===== config.mk =====
export PLATFORM = sky130hd
export DESIGN_NAME = uart_rxq_top
export DESIGN_NICKNAME = d
export VERILOG_FILES = /design/src/rtl/uart_rxq_pkg.sv /design/src/rtl/uart_rxq_brkdet.sv /design/src/rtl/uart_rxq_fifo.sv /design/src/rtl/uart_rxq_stat.sv /design/src/rtl/uart_rxq_top.sv
export SDC_FILE = /design/constraint.sdc
export NUM_CORES = 1
export LEC_CHECK = 0
export BUFFER_PORTS_ARGS = -buffer_cell sky130_fd_sc_hd__buf_2
export CAP_MARGIN = 20
export CORE_AREA = 2 2 137 139
export CTS_CLUSTER_DIAMETER = 50
export DETAILED_ROUTE_END_ITERATION = 7
export DIE_AREA = 0 0 139 141
export GPL_TIMING_DRIVEN = 0
export PLACE_DENSITY_LB_ADDON = 0.25
export SETUP_SLACK_MARGIN = 0.2
export SKIP_CTS_REPAIR_TIMING = 1
export SYNTH_ARGS = -nofsm -noshare
export SYNTH_HDL_FRONTEND = slang
export SYNTH_HIERARCHICAL = 1
export SYNTH_SLANG_ARGS = --single-unit

===== constraint.sdc =====
create_clock -name clk -period 4.55 [get_ports clk]
set_clock_uncertainty 0.05 [all_clocks]
set_input_delay 1.365 -clock clk [delete_from_list [all_inputs] [get_ports clk]]
set_output_delay 1.365 -clock clk [all_outputs]
set_load 0.03 [all_outputs]

===== src/rtl/uart_rxq_pkg.sv =====
package uart_rxq_pkg;
    localparam int CHAR_W = 8;

    typedef enum logic [1:0] {
        BRK_IDLE,
        BRK_LOW,
        BRK_HELD
    } brk_state_e;

    typedef struct packed {
        logic              brk;
        logic              ferr;
        logic              perr;
        logic [CHAR_W-1:0] data;
    } rxq_entry_t;
endpackage


===== src/rtl/uart_rxq_brkdet.sv =====
module uart_rxq_brkdet
    import uart_rxq_pkg::*;
#(
    parameter int FRAME_CYC = 176
) (
    input  logic       clk,
    input  logic       rst_n,
    input  logic       rxd,
    output logic       fire,
    output brk_state_e state_o
);
    localparam int CW = $clog2(FRAME_CYC + 1);

    brk_state_e    state_q, state_d;
    logic [CW-1:0] cnt_q, cnt_d;

    // state register
    always_ff @(posedge clk or negedge rst_n) begin
        if (!rst_n) begin
            state_q <= BRK_IDLE;
            cnt_q   <= '0;
        end else begin
            state_q <= state_d;
            cnt_q   <= cnt_d;
        end
    end

    // next state and outputs
    always_comb begin
        state_d = state_q;
        cnt_d   = cnt_q;
        fire    = 1'b0;
        unique case (state_q)
            BRK_IDLE: begin
                if (!rxd) begin
                    state_d = BRK_LOW;
                    cnt_d   = CW'(1);
                end
            end
            BRK_LOW: begin
                if (rxd) begin
                    state_d = BRK_IDLE;
                    cnt_d   = '0;
                end else if (cnt_q == CW'(FRAME_CYC)) begin
                    state_d = BRK_HELD;
                    cnt_d   = '0;
                    fire    = 1'b1;
                end else begin
                    cnt_d = cnt_q + CW'(1);
                end
            end
            BRK_HELD: begin
                if (rxd) state_d = BRK_IDLE;
            end
            default: state_d = BRK_IDLE;
        endcase
    end

    assign state_o = state_q;
endmodule


===== src/rtl/uart_rxq_fifo.sv =====
module uart_rxq_fifo
    import uart_rxq_pkg::*;
#(
    parameter int DEPTH = 16,
    localparam int AW = $clog2(DEPTH),
    localparam int CW = AW + 1
) (
    input  logic       clk,
    input  logic       rst_n,
    input  logic       flush,
    input  logic       cap_one,
    input  logic       push,
    input  rxq_entry_t push_ent,
    input  logic       pop,
    output rxq_entry_t head,
    output logic [CW-1:0] cnt,
    output logic       full,
    output logic       empty,
    output logic [CW-1:0] tag_cnt,
    output logic       acc_push,
    output logic       acc_pop
);
    rxq_entry_t    mem [DEPTH];
    logic [AW-1:0] wr_q, rd_q;
    logic [CW-1:0] cnt_q, tag_q;
    logic          push_tagged, head_tagged;

    assign empty    = (cnt_q == '0);
    assign full     = cap_one ? !empty : (cnt_q == CW'(DEPTH));
    assign acc_push = push && !full;
    assign acc_pop  = pop && !empty;
    assign head     = mem[rd_q];

    assign push_tagged = push_ent.brk | push_ent.ferr | push_ent.perr;
    assign head_tagged = head.brk | head.ferr | head.perr;

    function automatic logic [AW-1:0] bump(input logic [AW-1:0] p);
        return (p == AW'(DEPTH - 1)) ? '0 : p + AW'(1);
    endfunction

    always_ff @(posedge clk) begin
        if (acc_push && !flush) mem[wr_q] <= push_ent;
    end

    always_ff @(posedge clk or negedge rst_n) begin
        if (!rst_n) begin
            wr_q  <= '0;
            rd_q  <= '0;
            cnt_q <= '0;
            tag_q <= '0;
        end else if (flush) begin
            wr_q  <= '0;
            rd_q  <= '0;
            cnt_q <= '0;
            tag_q <= '0;
        end else begin
            if (acc_push) wr_q <= bump(wr_q);
            if (acc_pop)  rd_q <= bump(rd_q);
            cnt_q <= cnt_q + CW'(acc_push) - CW'(acc_pop);
            tag_q <= tag_q + CW'(acc_push && push_tagged)
                           - CW'(acc_pop && head_tagged);
        end
    end

    assign cnt     = cnt_q;
    assign tag_cnt = tag_q;
endmodule


===== src/rtl/uart_rxq_stat.sv =====
module uart_rxq_stat (
    input  logic       clk,
    input  logic       rst_n,
    input  logic       fifo_en,
    input  logic       ier_rls,
    input  logic       rd_lsr,
    input  logic       flush,
    input  logic       empty,
    input  logic       acc_pop,
    input  logic       rej_push,
    input  logic [2:0] head_tags,
    input  logic       any_tag,
    output logic [7:0] lsr,
    output logic       irq
);
    logic       seen_q, oe_q;
    logic [2:0] vis;

    always_ff @(posedge clk or negedge rst_n) begin
        if (!rst_n) begin
            seen_q <= 1'b0;
            oe_q   <= 1'b0;
        end else begin
            if (flush || acc_pop)        seen_q <= 1'b0;
            else if (rd_lsr && !empty)   seen_q <= 1'b1;

            if (rej_push)                oe_q <= 1'b1;
            else if (rd_lsr)             oe_q <= 1'b0;
        end
    end

    assign vis = (empty || seen_q) ? 3'b000 : head_tags;
    assign lsr = {fifo_en & any_tag, 2'b00, vis[2], vis[1], vis[0], oe_q, !empty};
    assign irq = ier_rls & (oe_q | (|vis));
endmodule


===== src/rtl/uart_rxq_top.sv =====
module uart_rxq_top
    import uart_rxq_pkg::*;
#(
    parameter int DEPTH       = 16,
    parameter int BIT_CYC     = 16,
    parameter int DATA_BITS   = 8,
    parameter int PARITY_BITS = 1,
    parameter int STOP_BITS   = 1
) (
    input  logic       clk,
    input  logic       rst_n,
    input  logic       fifo_en,
    input  logic       flush,
    input  logic       ier_rls,
    input  logic       rxd,
    input  logic       ch_valid,
    input  logic [7:0] ch_data,
    input  logic       ch_perr,
    input  logic       ch_ferr,
    input  logic       rd_lsr,
    input  logic       rd_rbr,
    output logic [7:0] lsr,
    output logic [7:0] rbr,
    output logic       rls_irq
);
    localparam int FRAME_CYC = (1 + DATA_BITS + PARITY_BITS + STOP_BITS) * BIT_CYC;
    localparam int CW        = $clog2(DEPTH) + 1;

    logic          brk_fire, brk_pend_q, push, full, empty, acc_push, acc_pop, rej_push;
    brk_state_e    brk_state;
    rxq_entry_t    push_ent, head;
    logic [CW-1:0] cnt, tag_cnt;

    uart_rxq_brkdet #(.FRAME_CYC(FRAME_CYC)) u_brk (
        .clk(clk), .rst_n(rst_n), .rxd(rxd), .fire(brk_fire), .state_o(brk_state)
    );

    // break entry waits for a cycle without a deserializer character
    always_ff @(posedge clk or negedge rst_n) begin
        if (!rst_n)                       brk_pend_q <= 1'b0;
        else if (brk_fire)                brk_pend_q <= 1'b1;
        else if (brk_pend_q && !ch_valid) brk_pend_q <= 1'b0;
    end

    assign push     = ch_valid | brk_pend_q;
    assign push_ent = ch_valid ? '{brk: 1'b0, ferr: ch_ferr, perr: ch_perr, data: ch_data}
                               : '{brk: 1'b1, ferr: 1'b0, perr: 1'b0, data: '0};
    assign rej_push = push && full;

    uart_rxq_fifo #(.DEPTH(DEPTH)) u_fifo (
        .clk(clk), .rst_n(rst_n), .flush(flush), .cap_one(!fifo_en),
        .push(push), .push_ent(push_ent), .pop(rd_rbr),
        .head(head), .cnt(cnt), .full(full), .empty(empty), .tag_cnt(tag_cnt),
        .acc_push(acc_push), .acc_pop(acc_pop)
    );

    uart_rxq_stat u_stat (
        .clk(clk), .rst_n(rst_n), .fifo_en(fifo_en), .ier_rls(ier_rls),
        .rd_lsr(rd_lsr), .flush(flush), .empty(empty), .acc_pop(acc_pop),
        .rej_push(rej_push), .head_tags({head.brk, head.ferr, head.perr}),
        .any_tag(tag_cnt != '0), .lsr(lsr), .irq(rls_irq)
    );

    assign rbr = head.data;
endmodule


# Word-level counts from Yosys, hierarchy flattened
# Memory sizes are Yosys's and may differ from the RTL's.
# Index checks and enable logic that the tools add are counted.
dict set report word_totals {
  latch_bits 0
  out_inout_bits 17
  input_bits 19
  elab_cells 91
  ff_bits 31
  ramBits 176
  mem_count 1
  mem_bits_ro 0
}
dict set report op_classes {
  mux 31
  n_reduce_logical 26
  shift 0
  div_mod_pow 0
  n_bitwise 8
  n_eq_ne 9
  n_lt_le_gt_ge 0
  addsub 7
  mul 0
}
# name words word_bits read_ports rd_ports_with_merged_regs wr line
set memory_table {}
lappend memory_table {u_fifo.mem 16 11 1 0 1 uart_rxq_fifo.sv:23} ;# rxq_entry_t mem [DEPTH];
# operator count
set op_table {}
lappend op_table {{two-way mux 4 bit} 6}
lappend op_table {{two-way mux 8 bit} 3}
lappend op_table {{case mux 8 bit (2 select lines)} 1}
lappend op_table {{two-way mux 1 bit} 12}
lappend op_table {{nonzero test 2 bit} 6}
lappend op_table {{two-way mux 11 bit} 1}
lappend op_table {{adder 5 x 1 -> 5 bit} 2}
lappend op_table {{two-way mux 5 bit} 2}
lappend op_table {{subtractor 5 x 1 -> 5 bit} 2}
lappend op_table {{adder 4 x 1 -> 4 bit (second input constant)} 2}
lappend op_table {{adder 8 x 1 -> 8 bit (second input constant)} 1}
lappend op_table {{== test 4 bit (second input constant)} 2}
lappend op_table {{== test 8 bit (second input constant)} 1}
lappend op_table {{logical AND 1 bit} 8}
lappend op_table {{two-way mux 2 bit} 4}
lappend op_table {{OR 1 bit} 6}
lappend op_table {{case mux 2 bit (3 select lines)} 1}
lappend op_table {{== test 5 bit (second input constant)} 1}
lappend op_table {{logical NOT 5 bit} 1}
lappend op_table {{nonzero test 5 bit} 1}
lappend op_table {{logical NOT 1 bit} 4}
lappend op_table {{inequality test 2 bit (second input constant)} 2}
lappend op_table {{two-way mux 3 bit} 1}
lappend op_table {{inequality test 3 x 2 -> 1 bit (second input constant)} 1}
lappend op_table {{8 further kinds} 10}

# Longest topological paths before layout
dict set report depth {
  ltp_word 9
  depth_mapped 16
  depth_no_buf 14
}

# Cells and area by module
# Netlist, hierarchy kept.
# module cells_per_inst instances area_each_um2 seq_area_each_um2
set by_module_without_submodules {}
lappend by_module_without_submodules {uart_rxq_fifo 461 1 8035.2 5735.5}
lappend by_module_without_submodules {uart_rxq_brkdet 56 1 593.1 250.2}
lappend by_module_without_submodules {uart_rxq_stat 19 1 156.4 50.0}
lappend by_module_without_submodules {uart_rxq_top 20 1 137.6 25.0}

# Worst setup path before layout
# OpenSTA, ideal clock, no wires.
dict set report synth_path {
  path_type {in2reg}
  from {in ch_valid}
  to {reg u_fifo.tag_q[4], in the netlist u_fifo/tag_cnt[4]}
  setup_time_ps 132
  cell_stages 11
  n_path_buf 1
  arrival_time_ps 3346
  required_time_ps 4368
  setup_slack_ps 1022
  path_cell_list {buf_2 -> and2_1 -> o31ai_1 -> ha_1 -> inv_1 -> ha_1 -> fa_1 -> a21o_1 -> a21oi_1 -> xnor2_1 -> nor2_1}
}
# item line
set synth_rtl {}
lappend synth_rtl {{start, declared} uart_rxq_top.sv:16} ;# input logic ch_valid,
lappend synth_rtl {{end signal, assigned} uart_rxq_fifo.sv:60} ;# tag_q <= tag_q + CW'(acc_push && push_tagged)
lappend synth_rtl {{end, declared} uart_rxq_fifo.sv:25} ;# logic [CW-1:0] cnt_q, tag_q;

==> flow_summary.html <==
<table>
<tr><th>Metric</th><th>Value</th></tr>
<tr><th colspan="2">STA</th></tr>
<tr><td>Tightest slew margin relative to the limit</td><td>between 40% and 50%</td></tr>
<tr><td>Final Hold Viols</td><td>0</td></tr>
<tr><td>Transition time at the pin with the least slew margin</td><td>0.845 ns</td></tr>
<tr><td>Setup TNS</td><td>0 ns</td></tr>
<tr><td>Final count of negative-setup-slack endpoints</td><td>0</td></tr>
<tr><td>Slew Viols, Final</td><td>0</td></tr>
<tr><td>Unrepaired setup endpoints after global routing</td><td>no</td></tr>
<tr><td>Crit path time final</td><td>about 4.3 ns</td></tr>
<tr><td>Post-route fraction of the period consumed by the critical path</td><td>between 90 and 100%</td></tr>
<tr><td>Max Clock Freq</td><td>around 230 MHz</td></tr>
<tr><th colspan="2">Logic synthesis</th></tr>
<tr><td>Sequential element share of the synthesized area</td><td>67.9%</td></tr>
<tr><td>Avg Synthesized Cell Area</td><td>16.0 um2</td></tr>
<tr><td>Area fraction in compound gates after synthesis</td><td>6.31%</td></tr>
<tr><td>Distinct cells, synth</td><td>between 50 and 60</td></tr>
<tr><td>Dominant register cell in the synthesized netlist</td><td>sky130_fd_sc_hd__edfxtp_1</td></tr>
<tr><td>Yosys warnings</td><td>6</td></tr>
<tr><td>Number of storage elements in the synthesis netlist</td><td>207</td></tr>
<tr><td>Post-synthesis instance area</td><td>around 0.0089 mm2</td></tr>
<tr><td>Main combinational cell family by area after synthesis</td><td>multiplexers</td></tr>
<tr><td>Adder and majority gate portion of the synthesized area</td><td>2.97%</td></tr>
<tr><td>Number of synthesized flops with an enable pin</td><td>176</td></tr>
<tr><td>Fraction of the mapped netlist area in simple logic gates</td><td>under 10%</td></tr>
<tr><td>Post-synthesis async set-or-reset flop share</td><td>between 10 and 15%</td></tr>
<tr><td>Gate count after technology mapping</td><td>between 500 and 600</td></tr>
<tr><td>Share of the synthesized netlist area taken by xor and xnor gates</td><td>approximately 1.6%</td></tr>
<tr><td>Mux contribution to synthesized area</td><td>10.6%</td></tr>
<tr><th colspan="2">Final layout</th></tr>
<tr><td>FF+latch area</td><td>just over 0.006 mm2</td></tr>
<tr><td>Leading cell types in the layout, fill and taps excluded</td><td>sky130_fd_sc_hd__edfxtp_1, sky130_fd_sc_hd__mux2i_1, sky130_fd_sc_hd__buf_2, sky130_fd_sc_hd__nor2_1, sky130_fd_sc_hd__dfrtp_1</td></tr>
<tr><td>Final std cell area, no fill</td><td>approximately 0.010 mm2</td></tr>
<tr><td>Total area of multi-input combinational cells</td><td>roughly 0.0026 mm2</td></tr>
<tr><td>Most common library cell in the layout ignoring fill and taps</td><td>sky130_fd_sc_hd__edfxtp_1</td></tr>
<tr><td>Share of post-route cells with drive strength above 1</td><td>between 20 and 25%</td></tr>
<tr><td>Fin nets</td><td>669</td></tr>
<tr><td>Layout overhead on the synthesized area</td><td>15.6%</td></tr>
<tr><td>Count of fill cells added during filler insertion</td><td>about 1.4k</td></tr>
<tr><td>Number of antenna diodes</td><td>0</td></tr>
<tr><td>Finished Core Util</td><td>56.5%</td></tr>
<tr><th colspan="2">Power</th></tr>
<tr><td>Leakage power figure</td><td>~0.0037 uW</td></tr>
<tr><td>Clock power share</td><td>35.5%</td></tr>
<tr><td>Internal Pwr Total</td><td>3740 uW</td></tr>
<tr><td>Power Dens Cells</td><td>approximately 500 mW/mm2</td></tr>
<tr><td>Power share of the sequential group</td><td>between 40% and 50%</td></tr>
<tr><td>Share of power burned in combinational logic</td><td>around 22%</td></tr>
<tr><td>Switching Power</td><td>1420 uW</td></tr>
<tr><td>IR Drop Worst-Case VDD</td><td>about 0.29 mV</td></tr>
<tr><td>Power consumption</td><td>approximately 5200 uW</td></tr>
<tr><td>Switching share of total power</td><td>between 20 and 30%</td></tr>
<tr><th colspan="2">Floorplanning</th></tr>
<tr><td>Std-Cell Core Area</td><td>0.0183 mm2</td></tr>
<tr><td>DIE WIDTH</td><td>roughly 140 um</td></tr>
<tr><td>Count of standard-cell rows</td><td>50</td></tr>
<tr><td>Die Y-Extent</td><td>approximately 140 um</td></tr>
<tr><td>Initial Utilization</td><td>48.8%</td></tr>
<tr><td>Die Outline Area</td><td>around 0.02 mm2</td></tr>
<tr><td>Boundary Pins</td><td>36</td></tr>
<tr><th colspan="2">Setup path</th></tr>
<tr><td>Data arrival time of the critical path</td><td>between 2 and 3 ns</td></tr>
<tr><td>Library cell contributing the largest single delay on the critical path</td><td>sky130_fd_sc_hd__or4_1</td></tr>
<tr><td>Worst stage delay on the critical path</td><td>0.41 ns</td></tr>
<tr><td>Crit path max fanout</td><td>10</td></tr>
<tr><td>Critical path class</td><td>reg2out</td></tr>
<tr><td>Crit path launch type</td><td>flip-flop</td></tr>
<tr><td>Critical Path RT</td><td>roughly 3.1 ns</td></tr>
<tr><td>Crit end category</td><td>output pin</td></tr>
<tr><td>CP Cell Sequence</td><td>clkbuf_2 &gt; clkbuf_4 &gt; mux4_1 &gt; a22oi_2 &gt; nand2_2 &gt; or4_1 &gt; o211a_1 &gt; buf_2</td></tr>
<tr><td>Launch point of the worst reg-to-reg path</td><td>u_fifo/cnt[3]</td></tr>
<tr><td>Worst Reg-to-Reg Cells</td><td>14</td></tr>
<tr><td>CP Launch Point</td><td>u_fifo/rd_q[1]</td></tr>
<tr><td>Worst path buffer plus inverter count</td><td>3</td></tr>
<tr><td>Cell family contributing the most delay on the critical path</td><td>buffers and inverters</td></tr>
<tr><td>Number of logic stages on the critical path including buffering</td><td>8</td></tr>
<tr><th colspan="2">Placed design</th></tr>
<tr><td>Hpwl dp</td><td>13,400 um</td></tr>
<tr><td>Port buffer count</td><td>33</td></tr>
<tr><td>Total cell area at the placement stage</td><td>approximately 0.0096 mm2</td></tr>
<tr><td>Final Wtd Congestion</td><td>0.841</td></tr>
<tr><th colspan="2">Detailed routing</th></tr>
<tr><td>Detailed-router iteration count before antenna repair</td><td>4</td></tr>
<tr><td>Vias</td><td>roughly 5k</td></tr>
<tr><td>DRC errors left</td><td>0</td></tr>
<tr><td>Iteration-0 DRC Markers</td><td>~440</td></tr>
<tr><td>Final antenna-violating net count</td><td>0</td></tr>
<tr><td>Routed wirelength normalized by instance count</td><td>between 20 and 25 um</td></tr>
<tr><td>Routed wire length</td><td>roughly 19,000 um</td></tr>
<tr><td>Post-DR vias/cell</td><td>5.75</td></tr>
<tr><th colspan="2">Global routing</th></tr>
<tr><td>Total congestion overflow</td><td>0</td></tr>
<tr><td>Number of global-route vias before repair</td><td>roughly 5.3k</td></tr>
<tr><td>Largest net degree at the start of global routing</td><td>32</td></tr>
<tr><td>Total global-route track usage</td><td>19.9%</td></tr>
<tr><td>Initial antenna violation count</td><td>0</td></tr>
<tr><td>Global-route wire length before repair</td><td>between 20,000 and 30,000 um</td></tr>
<tr><th colspan="2">Clocking</th></tr>
<tr><td>Clock edge transition at the registers on the reported setup and hold paths</td><td>0.06 ns</td></tr>
<tr><td>Number of levels in the clock H-tree</td><td>1</td></tr>
<tr><td>Clock buffer depth</td><td>3</td></tr>
<tr><td>Clock Tree Root</td><td>sky130_fd_sc_hd__clkbuf_16</td></tr>
<tr><td>Total CTS buffers</td><td>22</td></tr>
<tr><td>Clock latency of the later-clocked register in the worst-skew pair</td><td>about 0.51 ns</td></tr>
<tr><td>Number of sinks on the clock net</td><td>roughly 210</td></tr>
<tr><td>CTS tree</td><td>yes</td></tr>
<tr><th colspan="2">Min path</th></tr>
<tr><td>Start point of the worst min-delay path</td><td>u_stat/seen_q</td></tr>
<tr><td>Instance count along the most critical hold path</td><td>1</td></tr>
<tr><td>Worst Hold Class</td><td>reg2reg</td></tr>
<tr><th colspan="2">Outcome</th></tr>
<tr><td>Run status</td><td>completed</td></tr>
<tr><th colspan="2">Job</th></tr>
<tr><td>Count of max-cap constraint violations</td><td>0</td></tr>
</table>
-- sequential cells by signal, indices dropped and copies added (netlist names) --
| register | count |
|---|---|
| u_brk/state_o | 2 |
| u_fifo/mem | 176 |
| u_stat/oe_q | 1 |
| brk_pend_q | 1 |
| u_stat/seen_q | 1 |
| u_brk/cnt_q | 8 |
| u_fifo/rd_q | 4 |
| u_fifo/wr_q | 4 |
| u_fifo/tag_cnt | 5 |
| u_fifo/cnt | 5 |
-- per-layer routing --
layer / routed length, um / vias to the layer above / GRT usage [%]
met3: 1270 / 42 / 3.70
met5: 0 / - / 0
li1: - / 2282 / -
met2: 9330 / 165 / 32.5
met1: 8300 / 2569 / 27.5
met4: 478 / 0 / 6.38
-- cells by family after synthesis --
logic type,Yosys count
flip-flops,207
AND/OR/NAND/NOR,117
AO/OA/AOI/OAI,76
multiplexers,66
adder cells (fa/ha/maj),20
XOR/XNOR,16
other,1
buffers and inverters,53
-- final timing paths --
kind / end / slack, ns
worst max-delay path: rls_irq / 0.29
worst min-delay path: u_stat/seen_q / 0.44
worst max register to register: u_fifo/tag_cnt[4] / 0.93
worst min register to register: u_stat/seen_q / 0.44
max in group asynchronous: u_brk/cnt_q[5] / 3.12
min in group asynchronous: u_fifo/tag_cnt[2] / 0.87
-- area by class of cell --
type | instances | area share [%]
clock buffers | 28 | 5.55
plain buffers | 30 | 2.05
flip-flops and latches | 207 | 58.7
clock inverters | 11 | 1.62
repair buffers | 49 | 3.24
multi-input cells | 297 | 25.1
well taps | 234 | 2.84
inverters | 23 | 0.837
-- per-stage QoR --
step | std cells | hold WS [ns] | setup slack [ns]
floorplan | 557 | 0.404 | 1.02
global placement | 824 | 0.412 | 0.226
detailed placement | 839 | 0.431 | 0.276
CTS | 878 | 0.444 | 0.114
global route | 879 | 0.473 | 0.208
finish | 879 | 0.441 | 0.289
-- synth_stat cells (7+ instances only) --
master / number / area (um2)
sky130_fd_sc_hd__dfrtp_1: 31 / 776
sky130_fd_sc_hd__edfxtp_1: 176 / 5290
sky130_fd_sc_hd__mux4_2: 19 / 428
sky130_fd_sc_hd__and2_1: 14 / 87.6
sky130_fd_sc_hd__nor2b_1: 7 / 43.8
sky130_fd_sc_hd__inv_1: 23 / 86.3
sky130_fd_sc_hd__clkbuf_1: 8 / 30.0
sky130_fd_sc_hd__o21ai_0: 14 / 70.1
sky130_fd_sc_hd__nor3_1: 8 / 40.0
sky130_fd_sc_hd__a22oi_1: 12 / 90.1
sky130_fd_sc_hd__nand2_1: 18 / 67.6
sky130_fd_sc_hd__xnor2_1: 11 / 96.3
sky130_fd_sc_hd__a21oi_1: 10 / 50.1
sky130_fd_sc_hd__ha_1: 18 / 225
sky130_fd_sc_hd__a221oi_1: 21 / 184
sky130_fd_sc_hd__buf_2: 7 / 35.0
sky130_fd_sc_hd__nor2_1: 37 / 139
sky130_fd_sc_hd__mux2i_1: 44 / 440
-- power by group through the flow --
stage,Sequential (uW),Combinational (uW),Clock (uW)
2_1_floorplan,2210,854,0
3_3_place_gp,2220,1090,0
3_5_place_dp,2220,1140,0
4_1_cts,2190,1150,1860
5_1_grt,2190,1250,1940
6_report,2190,1150,1830
No activity file was read; power rests on OpenSTA's default activity.
